File: src/rtl/mla_pkg.sv
package mla_pkg;
  typedef enum logic [1:0] {
    ACC_BYTE = 2'b00,
    ACC_HALF = 2'b01,
    ACC_WORD = 2'b10,
    ACC_WIDE = 2'b11
  } acc_size_e;

  function automatic logic is_full_word(input acc_size_e s);
    return (s == ACC_WORD) || (s == ACC_WIDE);
  endfunction
endpackage

File: src/rtl/mla_align_detect.sv
module mla_align_detect
  import mla_pkg::*;
#(
  parameter int LANE_W = 2
) (
  input  acc_size_e         size,
  input  logic [LANE_W-1:0] lane,
  output logic              misaligned
);
  always_comb begin
    unique case (size)
      ACC_BYTE: misaligned = 1'b0;
      ACC_HALF: misaligned = lane[0];
      default:  misaligned = |lane;
    endcase
  end
endmodule

File: src/rtl/mla_store_steer.sv
module mla_store_steer
  import mla_pkg::*;
#(
  parameter int DATA_W = 32,
  parameter int LANES  = DATA_W / 8,
  parameter int LANE_W = $clog2(LANES)
) (
  input  acc_size_e         size,
  input  logic [LANE_W-1:0] lane,
  input  logic [DATA_W-1:0] src,
  output logic [DATA_W-1:0] wdata,
  output logic [LANES-1:0]  be
);
  localparam int HALF_W = LANE_W - 1;

  logic [HALF_W-1:0] half_sel;
  assign half_sel = lane[LANE_W-1:1];

  for (genvar g = 0; g < LANES; g++) begin : g_lane
    localparam int HIDX = g / 2;
    localparam logic [LANE_W-1:0] LIDX = LANE_W'(g);
    localparam logic [HALF_W-1:0] HSEL = HALF_W'(HIDX);
    always_comb begin
      unique case (size)
        ACC_BYTE: begin
          wdata[8*g +: 8] = src[7:0];
          be[g]           = (lane == LIDX);
        end
        ACC_HALF: begin
          wdata[8*g +: 8] = src[8*(g%2) +: 8];
          be[g]           = (half_sel == HSEL);
        end
        default: begin
          wdata[8*g +: 8] = src[8*g +: 8];
          be[g]           = 1'b1;
        end
      endcase
    end
  end
endmodule

File: src/rtl/mla_load_extract.sv
module mla_load_extract
  import mla_pkg::*;
#(
  parameter int DATA_W = 32,
  parameter int LANE_W = $clog2(DATA_W / 8)
) (
  input  acc_size_e         size,
  input  logic [LANE_W-1:0] lane,
  input  logic              zext,
  input  logic [DATA_W-1:0] rd,
  output logic [DATA_W-1:0] result
);
  logic [DATA_W-1:0] shifted;
  logic              byte_fill;
  logic              half_fill;

  assign shifted   = rd >> {lane, 3'b000};
  assign byte_fill = ~zext & shifted[7];
  assign half_fill = ~zext & shifted[15];

  always_comb begin
    unique case (size)
      ACC_BYTE: result = {{(DATA_W-8){byte_fill}}, shifted[7:0]};
      ACC_HALF: result = {{(DATA_W-16){half_fill}}, shifted[15:0]};
      default:  result = rd;
    endcase
  end
endmodule

File: src/rtl/mla_lane_align.sv
module mla_lane_align
  import mla_pkg::*;
#(
  parameter int DATA_W = 32,
  localparam int LANES  = DATA_W / 8,
  localparam int LANE_W = $clog2(LANES)
) (
  input  logic              clk,
  input  logic              rst_n,
  input  logic              in_valid,
  input  logic              is_store,
  input  logic [1:0]        size,
  input  logic              is_unsigned,
  input  logic [LANE_W-1:0] addr_lo,
  input  logic [DATA_W-1:0] wr_src,
  input  logic [DATA_W-1:0] rd_word,
  output logic              out_valid,
  output logic [DATA_W-1:0] wr_data,
  output logic [LANES-1:0]  byte_en,
  output logic [DATA_W-1:0] ld_data,
  output logic              misaligned
);
  acc_size_e         acc;
  logic              mis_c;
  logic [DATA_W-1:0] steer_c;
  logic [LANES-1:0]  be_c;
  logic [DATA_W-1:0] ld_c;

  logic              valid_nxt;
  logic [DATA_W-1:0] wdata_nxt;
  logic [LANES-1:0]  be_nxt;
  logic [DATA_W-1:0] ld_nxt;
  logic              mis_nxt;

  assign acc = acc_size_e'(size);

  mla_align_detect #(.LANE_W(LANE_W)) u_detect (
    .size       (acc),
    .lane       (addr_lo),
    .misaligned (mis_c)
  );

  mla_store_steer #(.DATA_W(DATA_W), .LANES(LANES), .LANE_W(LANE_W)) u_steer (
    .size  (acc),
    .lane  (addr_lo),
    .src   (wr_src),
    .wdata (steer_c),
    .be    (be_c)
  );

  mla_load_extract #(.DATA_W(DATA_W), .LANE_W(LANE_W)) u_extract (
    .size   (acc),
    .lane   (addr_lo),
    .zext   (is_unsigned),
    .rd     (rd_word),
    .result (ld_c)
  );

  // next-state
  always_comb begin
    valid_nxt = in_valid;
    wdata_nxt = wr_data;
    ld_nxt    = ld_data;
    mis_nxt   = misaligned;
    be_nxt    = '0;
    if (in_valid) begin
      wdata_nxt = steer_c;
      mis_nxt   = mis_c;
      ld_nxt    = (is_store || mis_c) ? '0 : ld_c;
      be_nxt    = (is_store && !mis_c) ? be_c : '0;
    end
  end

  // registers
  always_ff @(posedge clk or negedge rst_n) begin
    if (!rst_n) begin
      out_valid  <= 1'b0;
      wr_data    <= '0;
      byte_en    <= '0;
      ld_data    <= '0;
      misaligned <= 1'b0;
    end else begin
      out_valid  <= valid_nxt;
      wr_data    <= wdata_nxt;
      byte_en    <= be_nxt;
      ld_data    <= ld_nxt;
      misaligned <= mis_nxt;
    end
  end
endmodule

File: config.mk
export PLATFORM = sky130hd
export DESIGN_NAME = mla_lane_align
export DESIGN_NICKNAME = d
export VERILOG_FILES = /design/src/rtl/mla_pkg.sv /design/src/rtl/mla_align_detect.sv /design/src/rtl/mla_store_steer.sv /design/src/rtl/mla_load_extract.sv /design/src/rtl/mla_lane_align.sv
export SDC_FILE = /design/constraint.sdc
export NUM_CORES = 1
export LEC_CHECK = 0
export BUFFER_PORTS_ARGS = -buffer_cell sky130_fd_sc_hd__buf_4
export CELL_PAD_IN_SITES_DETAIL_PLACEMENT = 0
export CELL_PAD_IN_SITES_GLOBAL_PLACEMENT = 1
export CORE_ASPECT_RATIO = 1.75
export CORE_MARGIN = 3
export CORE_UTILIZATION = 26
export DETAILED_ROUTE_END_ITERATION = 10
export PLACE_DENSITY_LB_ADDON = 0.1
export RECOVER_POWER = 50
export SETUP_SLACK_MARGIN = 0.5
export SYNTH_ARGS = -nofsm -noshare
export SYNTH_HDL_FRONTEND = slang
export SYNTH_HIERARCHICAL = 1
export SYNTH_SLANG_ARGS = --single-unit
File: constraint.sdc
create_clock -name clk -period 0.8 [get_ports clk]
set_input_delay 0.16 -clock clk [delete_from_list [all_inputs] [get_ports clk]]
set_output_delay 0.16 -clock clk [all_outputs]
set_load 0.05 [all_outputs]
# Word-level counts from Yosys, hierarchy flattened
# Cells that the tools add are included.
# W data, S select, Z words.
# word_totals
out_inout_bits	70
in_bits	73
register_bits	70
# op_classes
eq_ne	4
reduce_logical	7
shifts	1
bitwise_logic	4
muxes	12
# ops
cell	count
$pmux W32 S2	1
$mux W32	1
$shr A32 B5 Y16	1
$mux W8	2
$pmux W8 S2	1
$pmux W1 S2	5
$mux W4	2
$eq A2 B1 Y1 const B	2
$eq A2 B2 Y1 const B	2
$logic_not A2 Y1	2
$reduce_or A2 Y1	2
$and A1 B1 Y1	2
$not A1 Y1	2
$logic_and A1 B1 Y1	1
$logic_not A1 Y1	1
$logic_or A1 B1 Y1	1

# Depth between registers and ports, before layout
# Gate-level depths: netlist of run 1.
# logic_depth
word_depth	6
depth_mapped	7
mapped_depth_nobuf	5

# Hierarchy
# Netlist of run 1, hierarchy kept.
# by_module_without_submodules
module	seq_area_each_um2	instances	area_each_um2	cells_each
mla_lane_align	1751.7	1	2930.3	220
mla_load_extract	0.0	1	740.7	113
mla_store_steer	0.0	1	531.8	60
mla_align_detect	0.0	1	12.5	3

# Worst setup path before layout of run 1
# Ideal clock, no wire load.
# synth_path
kind	input-to-reg
start	in addr_lo[1]
end	reg ld_data[21]
setup_slack_ns	-0.900
path_stages	7
arrival_ns	1.575
required_time_ns	0.674
path_cell_list	buf_6 -> mux4_2 -> a221oi_4 -> buf_6 -> o21ai_1 -> nand2_1 -> o22ai_2
# synth_between
elab_chain_cells	4
# synth_rtl
item	line_no	source
start: declaration	mla_lane_align.sv:14	input logic [LANE_W-1:0] addr_lo,
$shr A32 B5 Y16 *	mla_load_extract.sv:17	assign shifted = rd >> {lane, 3'b000};
$and A1 B1 Y1, on equally long branches	mla_load_extract.sv:19, mla_load_extract.sv:18	
$pmux W32 S2 *	mla_load_extract.sv:22	unique case (size)
via ld_c[21]	mla_lane_align.sv:27	logic [DATA_W-1:0] ld_c;
$mux W32 *	mla_lane_align.sv:69	ld_nxt = (is_store || mis_c) ? '0 : ld_c;
end signal: assignment	mla_lane_align.sv:86	ld_data <= ld_nxt;
end: declaration	mla_lane_align.sv:20	output logic [DATA_W-1:0] ld_data,
# The timed path passes the listed nets; every way through them passes the cells marked *.
# A chain may end at the register's enable or synchronous reset.

# Worst setup path after layout of run 1
# layout_path
start	in rd_word[31]
end	reg ld_data[17]
# layout_between
elab_chain_cells	4
# layout_rtl
item	line_no	source
start: declaration	mla_lane_align.sv:16	input logic [DATA_W-1:0] rd_word,
$shr A32 B5 Y16 *	mla_load_extract.sv:17	
$and A1 B1 Y1, on equally long branches	mla_load_extract.sv:19, mla_load_extract.sv:18	
$pmux W32 S2 *	mla_load_extract.sv:22	
via ld_c[17]	mla_lane_align.sv:27	
$mux W32 *	mla_lane_align.sv:69	
# Marked as above.

==> PnR_summary.wiki, run 1 <==
{| class="wikitable"
! Metric !! Value
|-
| Number of max-cap violations || 0
|-
| RSZ-0062 raised after global routing || true
|-
| Number of unique standard cell types used by synthesis || 37
|-
| Remaining DRCs || 0
|-
| Most used DFF post-synth || sky130_fd_sc_hd__dfrtp_1
|-
| Die area || 17800 µm²
|-
| Path category of the worst min-delay check || in2async
|-
| Share of cells above drive strength 1 || 71.0%
|-
| Total standard cell area after synthesis || 4220 µm²
|-
| Number of instances in the synthesized netlist || 396
|-
| FFs w/ async S/R, synth || 100%
|-
| Port buffer count || 142
|-
| Setup crit end kind || flop
|-
| Layout-stage area growth over the synthesis result || 74.3%
|-
| Max H-tree Level || 3
|-
| Family with the most delay on the worst path || multiplexers
|-
| Met1 layer wirelength in the final routing || 5690 µm
|-
| Setup CP Type || in2reg
|-
| Area taken by flip-flops and latches || 1830 µm²
|-
| Post-detailed-routing wire length || 14900 µm
|-
| Most frequent standard cell in the layout excluding fill and tap cells || sky130_fd_sc_hd__buf_4
|-
| Gp weighted congestion || 0.808
|-
| Setup violations, final || 132
|-
| VDD IR max || 0.000803 V
|-
| Core outline area || 15900 µm²
|-
| Die boundary height || 174 µm
|-
| Total negative slack || -34420 ps
|-
| Violated checks || hold timing, setup timing
|-
| Vias per cell || 4.75
|-
| Leakage Power || 3.36 nW
|-
| Largest driver fanout on the critical path || 16
|-
| DR iter-0 viols || 93
|-
| Reg clk slew, reported paths || 60 ps
|-
| Number of clock buffers inserted by TritonCTS || 9
|-
| Met2 wire length || 8270 µm
|-
| Number of antenna violations at the first check in global routing || 0
|-
| Number of cell instances on the worst register-to-register path || 3
|-
| Critical Path Max Stage Delay || 510 ps
|-
| Antenna violation net count after detailed routing || 0
|-
| Number of nets in the final layout || 669
|-
| Least setup slack across all paths after layout || -513 ps
|-
| Area of combinational cells with multiple inputs || 2360 µm²
|-
| Starting Density || 26.6%
|-
| Filler cell count || 1514
|-
| Cell-by-cell listing of the critical path || buf_4 > mux4_2 > a221oi_4 > buf_12 > o21ai_1 > nand2_1 > o22ai_2
|-
| Detailed Routing Iterations Pass 1 || 4
|-
| Core Rows || 61
|-
| Total power density per cell area || 1820 nW/µm²
|-
| Slew @ Worst Pin || 700 ps
|-
| Part of the Yosys area used for sequential elements || 41.6%
|-
| Logic depth of the worst setup path including buffers || 7
|-
| Critical path buffers and inverters || 2
|-
| Clock skew || 0 ps
|-
| CTS tree || built
|-
| Synth warn || 6
|-
| Final count of pins violating max slew || 0
|-
| Number of global-route vias before repair || 4021
|-
| Pin count of the biggest net entering global routing || 26
|-
| Max Clk Rate || 762 MHz
|-
| Fin crit share || 164%
|-
| First-pass GRT wire length || 22800 µm
|-
| CP Launch Type || primary input
|-
| # clock sinks || 70
|-
| Leading cell types in the layout, fill and taps excluded || 110 x sky130_fd_sc_hd__buf_4, 81 x sky130_fd_sc_hd__buf_6, 62 x sky130_fd_sc_hd__nand2_1
|-
| Final Core Density || 46.3%
|-
| Root buffer cell || sky130_fd_sc_hd__clkbuf_16
|-
| Proportion of netlist area held by the largest area contributor || 41.6%
|-
| Arrival time at the worst endpoint || 1520 ps
|-
| Worst slew slack as a fraction of its limit || 53.3%
|-
| Horiz. Die Dim || 102 µm
|-
| Run status || finished, violations left
|-
| Global-route congestion overflow total || 0
|-
| Average footprint of a synthesized cell || 10.6 µm²
|-
| Highest Signal Layer || met4
|-
| Worst hold-check slack || -93.0 ps
|-
| Total Routing Usage GR || 16.8%
|-
| Flip-flop and latch count after synthesis || 70
|-
| Metal3 WL || 579 µm
|-
| Final min period || 1310 ps
|-
| Worst path slowest cell || sky130_fd_sc_hd__mux4_2
|-
| Number of enable-type register cells in the synthesized netlist || 0
|-
| Routed WL per cell || 18.9 µm
|-
| Count of antenna diodes in the layout || 0
|-
| Clock latency on the worst-skew pair || 330 ps
|-
| Mapped Nets || 469
|-
| Ports || 143
|-
| Top post-synthesis cells by area || sky130_fd_sc_hd__dfrtp_1 42%, sky130_fd_sc_hd__mux2_2 13%, sky130_fd_sc_hd__o22ai_2 8.9%
|-
| Cell accounting for the most synthesized area || sky130_fd_sc_hd__dfrtp_1
|-
| Maximum buffer depth of the clock tree || 2
|-
| Count of vias placed by the detailed router || 3755
|-
| Final HPWL from detailed placement || 10800 µm
|-
| Data required, critical path || 1010 ps
|-
| Count of final hold-check violations || 21
|}
-- path summary, 6_finish.rpt --
path / to / start / slack (ps)
worst min register to register: wr_data[19] / wr_data[19] / 530
worst min-delay path: out_valid / rst_n / -90
max in group asynchronous: wr_data[27] / rst_n / 240
worst max register to register: wr_data[15] / wr_data[15] / -210
min in group clk: wr_data[4] / wr_src[4] / 100
worst max-delay path: ld_data[17] / rd_word[31] / -510
-- worst reg2reg max path, cell delays in order (launching register included) --
cell and delay [ps]:
sky130_fd_sc_hd__dfrtp_2 420, sky130_fd_sc_hd__buf_6 120, sky130_fd_sc_hd__buf_6 100, sky130_fd_sc_hd__mux2_4 250
-- cell usage after synthesis, types with 3 or more instances --
cell type,number
sky130_fd_sc_hd__mux2i_1,15
sky130_fd_sc_hd__a22o_1,6
sky130_fd_sc_hd__o31ai_1,7
sky130_fd_sc_hd__buf_6,14
sky130_fd_sc_hd__o2bb2ai_1,6
sky130_fd_sc_hd__inv_1,36
sky130_fd_sc_hd__o21bai_1,3
sky130_fd_sc_hd__mux2_2,50
sky130_fd_sc_hd__buf_4,11
sky130_fd_sc_hd__o21ai_2,8
sky130_fd_sc_hd__o21ai_0,7
sky130_fd_sc_hd__and2_1,4
sky130_fd_sc_hd__dfrtp_1,70
sky130_fd_sc_hd__nand2_1,68
sky130_fd_sc_hd__clkbuf_1,10
sky130_fd_sc_hd__nor2_1,3
sky130_fd_sc_hd__o211a_1,7
sky130_fd_sc_hd__o21ai_1,10
sky130_fd_sc_hd__o22ai_2,30
sky130_fd_sc_hd__buf_2,3
sky130_fd_sc_hd__nand3b_1,7
-- area by class of cell --
cell class | count | share of cell area (%)
Clock buffer | 12 | 3.63
Timing Repair Buffer | 228 | 33.3
Clock inverter | 4 | 1.04
Inverter | 37 | 1.89
Multi-Input combinational cell | 250 | 32.1
Sequential cell | 70 | 24.9
Tap cell | 189 | 3.22
-- metrics by stage --
step | setup slack (ps) | hold WS (ps) | instance area, µm² | power [W] | std cells
after global placement | -883 | 160 | 6010 | 0.00807 | 744
after CTS | -502 | -206 | 7160 | 0.0135 | 781
final | -513 | -93.0 | 7350 | 0.0134 | 790
after floorplan | -850 | -136 | 4450 | 0.00661 | 396
after detailed placement | -922 | 157 | 6010 | 0.00809 | 744
after global routing | -585 | -46.5 | 7350 | 0.0140 | 790
-- state kept, by name, summed over array words and instances (netlist names) --
name        flops
byte_en         4
ld_data        32
misaligned      1
out_valid       1
wr_data        32
-- routing by layer --
layer / up-vias / global-route usage (%)
met5: - / 0
met4: 0 / 6.02
met3: 15 / 2.61
met2: 121 / 31.1
met1: 1843 / 18.8
li1: 1776 / -
-- cells by family after synthesis --
| logic type | share of synthesized area, % |
|---|---|
| flip-flops | 41.6 |
| AO/OA/AOI/OAI | 20.6 |
| multiplexers | 17.5 |
| buffers and inverters | 10.6 |
| AND/OR/NAND/NOR | 9.77 |
-- power breakdown --
group	leakage [nW]	internal (W)	switching, W
Combinational	2.38	0.00220	0.00244
Sequential	0.813	0.00391	0.000251
Clock	0.165	0.00300	0.00159
Total	3.36	0.00910	0.00428
-- what timing repair did --
action	in CTS	in global routing
endpoints found under the setup margin	139	139
resized for setup	139	30
pin swaps	20	16
buffers inserted	15	8
cloned	6	1
endpoints found under the hold margin	70	70
Note: power is estimated with default switching activity, not from simulation.
==> run 2: changes to the inputs <==
Settings changed: ABC_AREA set to 1, CTS_BUF_LIST set to sky130_fd_sc_hd__clkbuf_8.
==> PnR_summary.wiki, run 2 <==
{| class="wikitable"
! Metric !! Value
|-
| Run status || finished, violations left
|-
| Violated checks || hold timing, setup timing
|-
| Count of antenna diodes in the layout || 0
|-
| Horiz. Die Dim || 103 µm
|-
| Setup violations, final || 115
|-
| Number of unique standard cell types used by synthesis || 24
|-
| Fin crit share || 138%
|-
| Die area || 18200 µm²
|-
| Startpoint of the most critical register-to-register path || wr_data[8]
|-
| Biggest regs || ld_data x32, wr_data x32, byte_en x4
|-
| Tot Pwr || 0.0121 W
|-
| Synth warn || 6
|-
| Global-route congestion overflow total || 0
|-
| Cell total after placement || 977
|-
| FFs w/ async S/R, synth || 100%
|-
| Total Routing Usage GR || 20.1%
|-
| Least setup slack across all paths after layout || -300 ps
|-
| Worst hold-check slack || -256 ps
|-
| Number of clock buffers inserted by TritonCTS || 9
|-
| Part of the Yosys area used for sequential elements || 40.8%
|-
| Total standard cell area after synthesis || 4300 µm²
|-
| Clock latency on the worst-skew pair || 340 ps
|-
| Worst slew slack as a fraction of its limit || 64.8%
|-
| VDD IR max || 0.000942 V
|-
| Die boundary height || 176 µm
|-
| Max H-tree Level || 3
|-
| Post-place instance area || 5950 µm²
|-
| Slew @ Worst Pin || 528 ps
|-
| DR iter-0 viols || 143
|-
| Core outline area || 16000 µm²
|-
| Leading cell types in the layout, fill and taps excluded || 253 x sky130_fd_sc_hd__nand2_1, 110 x sky130_fd_sc_hd__buf_4, 99 x sky130_fd_sc_hd__buf_6
|-
| Final count of pins violating max slew || 0
|-
| Number of antenna violations at the first check in global routing || 0
|-
| Pin count of the biggest net entering global routing || 33
|-
| Number of global-route vias before repair || 5271
|-
| Count of vias placed by the detailed router || 4861
|-
| Root buffer cell || sky130_fd_sc_hd__clkbuf_8
|-
| Number of instances in the synthesized netlist || 633
|-
| Proportion of netlist area held by the largest area contributor || 40.8%
|-
| CTS tree || built
|-
| Critical path buffers and inverters || 1
|-
| Arrival time at the worst endpoint || 940 ps
|-
| Routed WL per cell || 16.8 µm
|-
| Leading post-synthesis cells by instance count || 343 x sky130_fd_sc_hd__nand2_1, 70 x sky130_fd_sc_hd__dfrtp_1, 45 x sky130_fd_sc_hd__inv_1
|-
| Final min period || 1100 ps
|-
| Core Rows || 61
|-
| Critical Path Max Stage Delay || 430 ps
|-
| Cell accounting for the most synthesized area || sky130_fd_sc_hd__dfrtp_1
|-
| Flip-flop and latch count after synthesis || 70
|-
| Setup CP Type || reg2out
|-
| Setup crit end kind || output port
|-
| Data required, critical path || 640 ps
|-
| CP Launch Type || flop
|-
| RSZ-0062 raised after global routing || true
|-
| Starting Density || 26.8%
|-
| Most frequent standard cell in the layout excluding fill and tap cells || sky130_fd_sc_hd__nand2_1
|-
| Path category of the worst min-delay check || in2async
|-
| Post-detailed-routing wire length || 17700 µm
|-
| Total power density per cell area || 1480 nW/µm²
|-
| Pre-CTS setup slack || -721 ps
|-
| Detailed Routing Iterations Pass 1 || 4
|-
| First-pass GRT wire length || 27500 µm
|-
| # clock sinks || 70
|-
| Antenna violation net count after detailed routing || 0
|-
| Cell-by-cell listing of the critical path || buf_6
|-
| Average footprint of a synthesized cell || 6.79 µm²
|-
| Final Core Density || 51.0%
|-
| Max Clk Rate || 909 MHz
|-
| Maximum buffer depth of the clock tree || 2
|-
| Leakage Power || 4.40 nW
|-
| Number of max-cap violations || 0
|-
| Family with the most delay on the worst path || flip-flops
|-
| Remaining DRCs || 0
|-
| Layout-stage area growth over the synthesis result || 90.4%
|-
| Vias per cell || 4.62
|-
| Worst path slowest cell || sky130_fd_sc_hd__dfrtp_2
|-
| Top post-synthesis cells by area || sky130_fd_sc_hd__dfrtp_1 41%, sky130_fd_sc_hd__nand2_1 30%, sky130_fd_sc_hd__nand3_1 4.1%
|-
| Largest driver fanout on the critical path || 2
|-
| Count of final hold-check violations || 11
|-
| Ports || 143
|-
| Number of cell instances on the worst register-to-register path || 3
|-
| Reg-to-reg endpoint || wr_data[8]
|-
| Post-route cell area || 8180 µm²
|-
| Number of enable-type register cells in the synthesized netlist || 0
|-
| Clock skew || 0 ps
|-
| Most used DFF post-synth || sky130_fd_sc_hd__dfrtp_1
|-
| Share of cells above drive strength 1 || 60.8%
|-
| Final HPWL from detailed placement || 12300 µm
|-
| Reg2reg setup slack || 50 ps
|-
| Top-count cell post-synth || sky130_fd_sc_hd__nand2_1
|-
| Non-filler instance count after layout || 1053
|-
| Filler cell count || 1579
|-
| Number of nets in the final layout || 932
|-
| Gp weighted congestion || 0.864
|-
| Reg clk slew, reported paths || 90 ps
|-
| Port buffer count || 142
|-
| Mapped Nets || 706
|}
run 2: cell types whose count changed in the layout (fill, tap and decap cells not counted), sizes merged, moves of 14 or more:
cell	delta
inv	+14
o21ai	+18
nand2	+278
nand3	+53
nor2	+21
mux2	-50
mux2i	-15
buf	+23
o22ai	-32
run 2: layout make-up:
| class | instances | area (µm²) | share of cell area [%] |
|---|---|---|---|
| Clock buffer | 9 | 124 | 1.51 |
| Tap cell | 189 | 236 | 2.89 |
| Sequential cell | 70 | 1830 | 22.4 |
| Multi-Input combinational cell | 469 | 2790 | 34.1 |
| Inverter | 51 | 240 | 2.94 |
| Timing Repair inverter | 3 | 48.8 | 0.596 |
| Timing Repair Buffer | 255 | 2810 | 34.4 |
| Clock inverter | 7 | 97.6 | 1.19 |
run 2: power by group:
part	internal, W	leakage [nW]	switching (W)
registers	0.00386	0.823	0.000213
logic	0.00202	3.47	0.00269
clock network	0.00177	0.106	0.00153
run 2: worst max path at each step:
| stage | cells past startpoint | from | slack (ps) | endpoint |
|---|---|---|---|---|
| CTS | 1 | ld_data[13] | -340 | ld_data[13] |
| floorplan | 11 | addr_lo[0] | -310 | ld_data[24] |
| detailed placement | 11 | addr_lo[0] | -720 | ld_data[6] |
| global route | 1 | ld_data[13] | -350 | ld_data[13] |
| finish | 1 | ld_data[13] | -300 | ld_data[13] |
| global placement | 11 | addr_lo[0] | -710 | ld_data[6] |
run 2: metrics by stage:
stage	TNS, ps	hold WS, ps
floorplan	-8200	-136
global placement	-24930	65.4
detailed placement	-25300	64.1
CTS	-24070	-340
global route	-28860	-251
finish	-23870	-256
run 2: repair_timing:
item	CTS	global route
gates resized for setup	303	80
gates cloned	13	3
endpoints found under the setup margin	140	140
buffers inserted	35	9
pin swaps	117	77
endpoints found under the hold margin	70	59
run 2: kinds of logic after synthesis:
logic type             synth area share (%)
AOI/OAI and AO/OA                      5.13
buffers and inverters                  12.1
and+or+nand+nor                        42.0
DFF                                    40.8
run 2: routing by layer:
| metal | track usage, % | wire length, µm | vias to the layer above |
|---|---|---|---|
| met1 | 20.9 | 6150 | 2286 |
| li1 | - | - | 2382 |
| met2 | 37.3 | 9850 | 156 |
| met3 | 2.97 | 836 | 37 |
| met5 | 0 | 0 | - |
| met4 | 10.4 | 888 | 0 |
==> run 3: changes to the inputs <==
Settings changed: SYNTH_HIERARCHICAL 1 to not set.
==> PnR_summary.wiki, run 3 <==
{| class="wikitable"
! Metric !! Value
|-
| Core outline area || 13600 µm²
|-
| Flip-flop and latch count after synthesis || 70
|-
| Pre-CTS setup slack || -560 ps
|-
| Die area || 15600 µm²
|-
| Number of max-cap violations || 0
|-
| Fin crit share || 140%
|-
| Number of instances in the synthesized netlist || 506
|-
| Top-count cell post-synth || sky130_fd_sc_hd__nand2_1
|-
| Total standard cell area after synthesis || 3650 µm²
|-
| Number of antenna violations at the first check in global routing || 0
|-
| Count of final hold-check violations || 7
|-
| Average footprint of a synthesized cell || 7.22 µm²
|-
| DR iter-0 viols || 91
|-
| Max Clk Rate || 891 MHz
|-
| Die boundary height || 163 µm
|-
| Cell accounting for the most synthesized area || sky130_fd_sc_hd__dfrtp_1
|-
| Least setup slack across all paths after layout || -323 ps
|-
| Proportion of netlist area held by the largest area contributor || 48.0%
|-
| Run status || finished, violations left
|-
| CTS tree || built
|-
| Filler cell count || 1321
|-
| Cell total after placement || 835
|-
| Arrival time at the worst endpoint || 960 ps
|-
| # clock sinks || 70
|-
| Most used DFF post-synth || sky130_fd_sc_hd__dfrtp_1
|-
| Setup crit end kind || output port
|-
| First-pass GRT wire length || 23400 µm
|-
| Starting Density || 26.9%
|-
| Family with the most delay on the worst path || flip-flops
|-
| Most frequent standard cell in the layout excluding fill and tap cells || sky130_fd_sc_hd__nand2_1
|-
| Non-filler instance count after layout || 900
|-
| Count of antenna diodes in the layout || 0
|-
| Area taken by flip-flops and latches || 1820 µm²
|-
| Final HPWL from detailed placement || 10700 µm
|-
| Pin count of the biggest net entering global routing || 34
|-
| Horiz. Die Dim || 95.6 µm
|-
| Routed WL per cell || 17.1 µm
|-
| Global-route congestion overflow total || 0
|-
| Leading post-synthesis cells by instance count || 213 x sky130_fd_sc_hd__nand2_1, 70 x sky130_fd_sc_hd__dfrtp_1, 67 x sky130_fd_sc_hd__nor2_1
|-
| Maximum buffer depth of the clock tree || 2
|-
| RSZ-0062 raised after global routing || true
|-
| Setup CP Type || reg2out
|-
| VDD IR max || 0.000801 V
|-
| Number of clock buffers inserted by TritonCTS || 9
|-
| Core Rows || 56
|-
| Total power density per cell area || 1520 nW/µm²
|-
| Clock latency on the worst-skew pair || 340 ps
|-
| Remaining DRCs || 0
|-
| Top post-synthesis cells by area || sky130_fd_sc_hd__dfrtp_1 48%, sky130_fd_sc_hd__nand2_1 22%, sky130_fd_sc_hd__nor2_1 6.9%
|-
| Gp weighted congestion || 0.798
|-
| Number of unique standard cell types used by synthesis || 24
|-
| Violated checks || hold timing, setup timing
|-
| Number of global-route vias before repair || 4474
|-
| Leakage Power || 3.47 nW
|-
| Total Routing Usage GR || 19.8%
|-
| Cell-by-cell listing of the critical path || buf_6
|-
| Number of nets in the final layout || 796
|-
| Biggest regs || ld_data x32, wr_data x32, byte_en x4
|-
| Share of cells above drive strength 1 || 61.4%
|-
| Data required, critical path || 640 ps
|-
| Area of combinational cells with multiple inputs || 2340 µm²
|-
| Worst hold-check slack || -218 ps
|-
| Vias per cell || 4.70
|-
| Setup violations, final || 95
|-
| CP Launch Type || flop
|-
| FFs w/ async S/R, synth || 100%
|-
| Post-detailed-routing wire length || 15400 µm
|-
| Synth warn || 0
|-
| Worst slew slack as a fraction of its limit || 62.7%
|-
| Number of enable-type register cells in the synthesized netlist || 0
|-
| Max H-tree Level || 3
|-
| Slew @ Worst Pin || 559 ps
|-
| Port buffer count || 142
|-
| Leading cell types in the layout, fill and taps excluded || 150 x sky130_fd_sc_hd__nand2_1, 108 x sky130_fd_sc_hd__buf_4, 93 x sky130_fd_sc_hd__buf_6
|-
| Critical Path Max Stage Delay || 450 ps
|-
| Antenna violation net count after detailed routing || 0
|-
| Part of the Yosys area used for sequential elements || 48.0%
|-
| Detailed Routing Iterations Pass 1 || 4
|-
| Reg clk slew, reported paths || 90 ps
|-
| Reg2reg setup slack || -50 ps
|-
| Layout-stage area growth over the synthesis result || 94.0%
|-
| Ports || 143
|-
| Largest driver fanout on the critical path || 2
|-
| Count of vias placed by the detailed router || 4229
|-
| Clock skew || 0 ps
|-
| Mapped Nets || 579
|-
| Final count of pins violating max slew || 0
|-
| Root buffer cell || sky130_fd_sc_hd__clkbuf_8
|-
| Critical path buffers and inverters || 1
|-
| Final min period || 1120 ps
|-
| Worst path slowest cell || sky130_fd_sc_hd__dfrtp_2
|-
| Path category of the worst min-delay check || in2async
|}
[run 3: path summary, 6_finish.rpt]
check,start,endpoint,depth (start not counted)
max in group asynchronous,rst_n,ld_data[0],2
worst max-delay path,ld_data[14],ld_data[14],1
worst max register to register,misaligned,misaligned,4
worst min-delay path,rst_n,wr_data[27],1
min in group clk,wr_src[1],wr_data[1],3
worst min register to register,wr_data[7],wr_data[7],2
[run 3: final cells by class]
class | count | share of cell area, %
repair buffers | 232 | 34.0
multi-input cells | 389 | 33.1
flip-flops and latches | 70 | 25.6
well taps | 174 | 3.07
clock buffers | 10 | 1.94
inverters | 19 | 1.82
repair inverters | 2 | 0.265
clock inverters | 4 | 0.247
[run 3: stage by stage]
stage	power (W)	hold slack [ps]	area, µm²	TNS (ps)	utilization, %
floorplan	0.00593	-136	3830	-9530	-
global placement	0.00727	27.0	5330	-22270	39.2
detailed placement	0.00728	23.2	5330	-23570	39.2
CTS	0.0106	-354	6590	-20260	48.5
global route	0.0113	-201	7080	-23400	52.1
finish	0.0108	-218	7080	-19400	52.1
[run 3: where the power goes]
part / internal [W] / switching [W] / leakage, nW
Sequential: 0.00387 / 0.000233 / 0.827
Clock: 0.00114 / 0.00130 / 0.0904
Combinational: 0.00176 / 0.00245 / 2.55
Total: 0.00677 / 0.00398 / 3.47
[run 3: cell families (layout without fill, tap and decap cells)]
family | Yosys count | after routing | synth area share, %
flip-flops | 70 | 70 | 48.0
AO/OA/AOI/OAI | 68 | 68 | 9.80
AND/OR/NAND/NOR | 319 | 321 | 35.4
buffers and inverters | 49 | 267 | 6.79
[run 3: what timing repair did]
item / 4_1_cts / 5_1_grt
cloned: 7 / 1
gates resized for setup: 234 / 105
buffers inserted: 31 / 12
endpoints found under the hold margin: 70 / 70
setup endpoints to repair: 139 / 139
pin swaps: 61 / 65
[run 3: routing by layer]
metal  global-route usage, %  share of wire, %  vias up
met5                       0                 0        -
met2                    37.4                56      136
met4                    8.03               3.8        0
met1                    20.5                35     2023
li1                        -                 -     2042
met3                    4.07               5.5       28
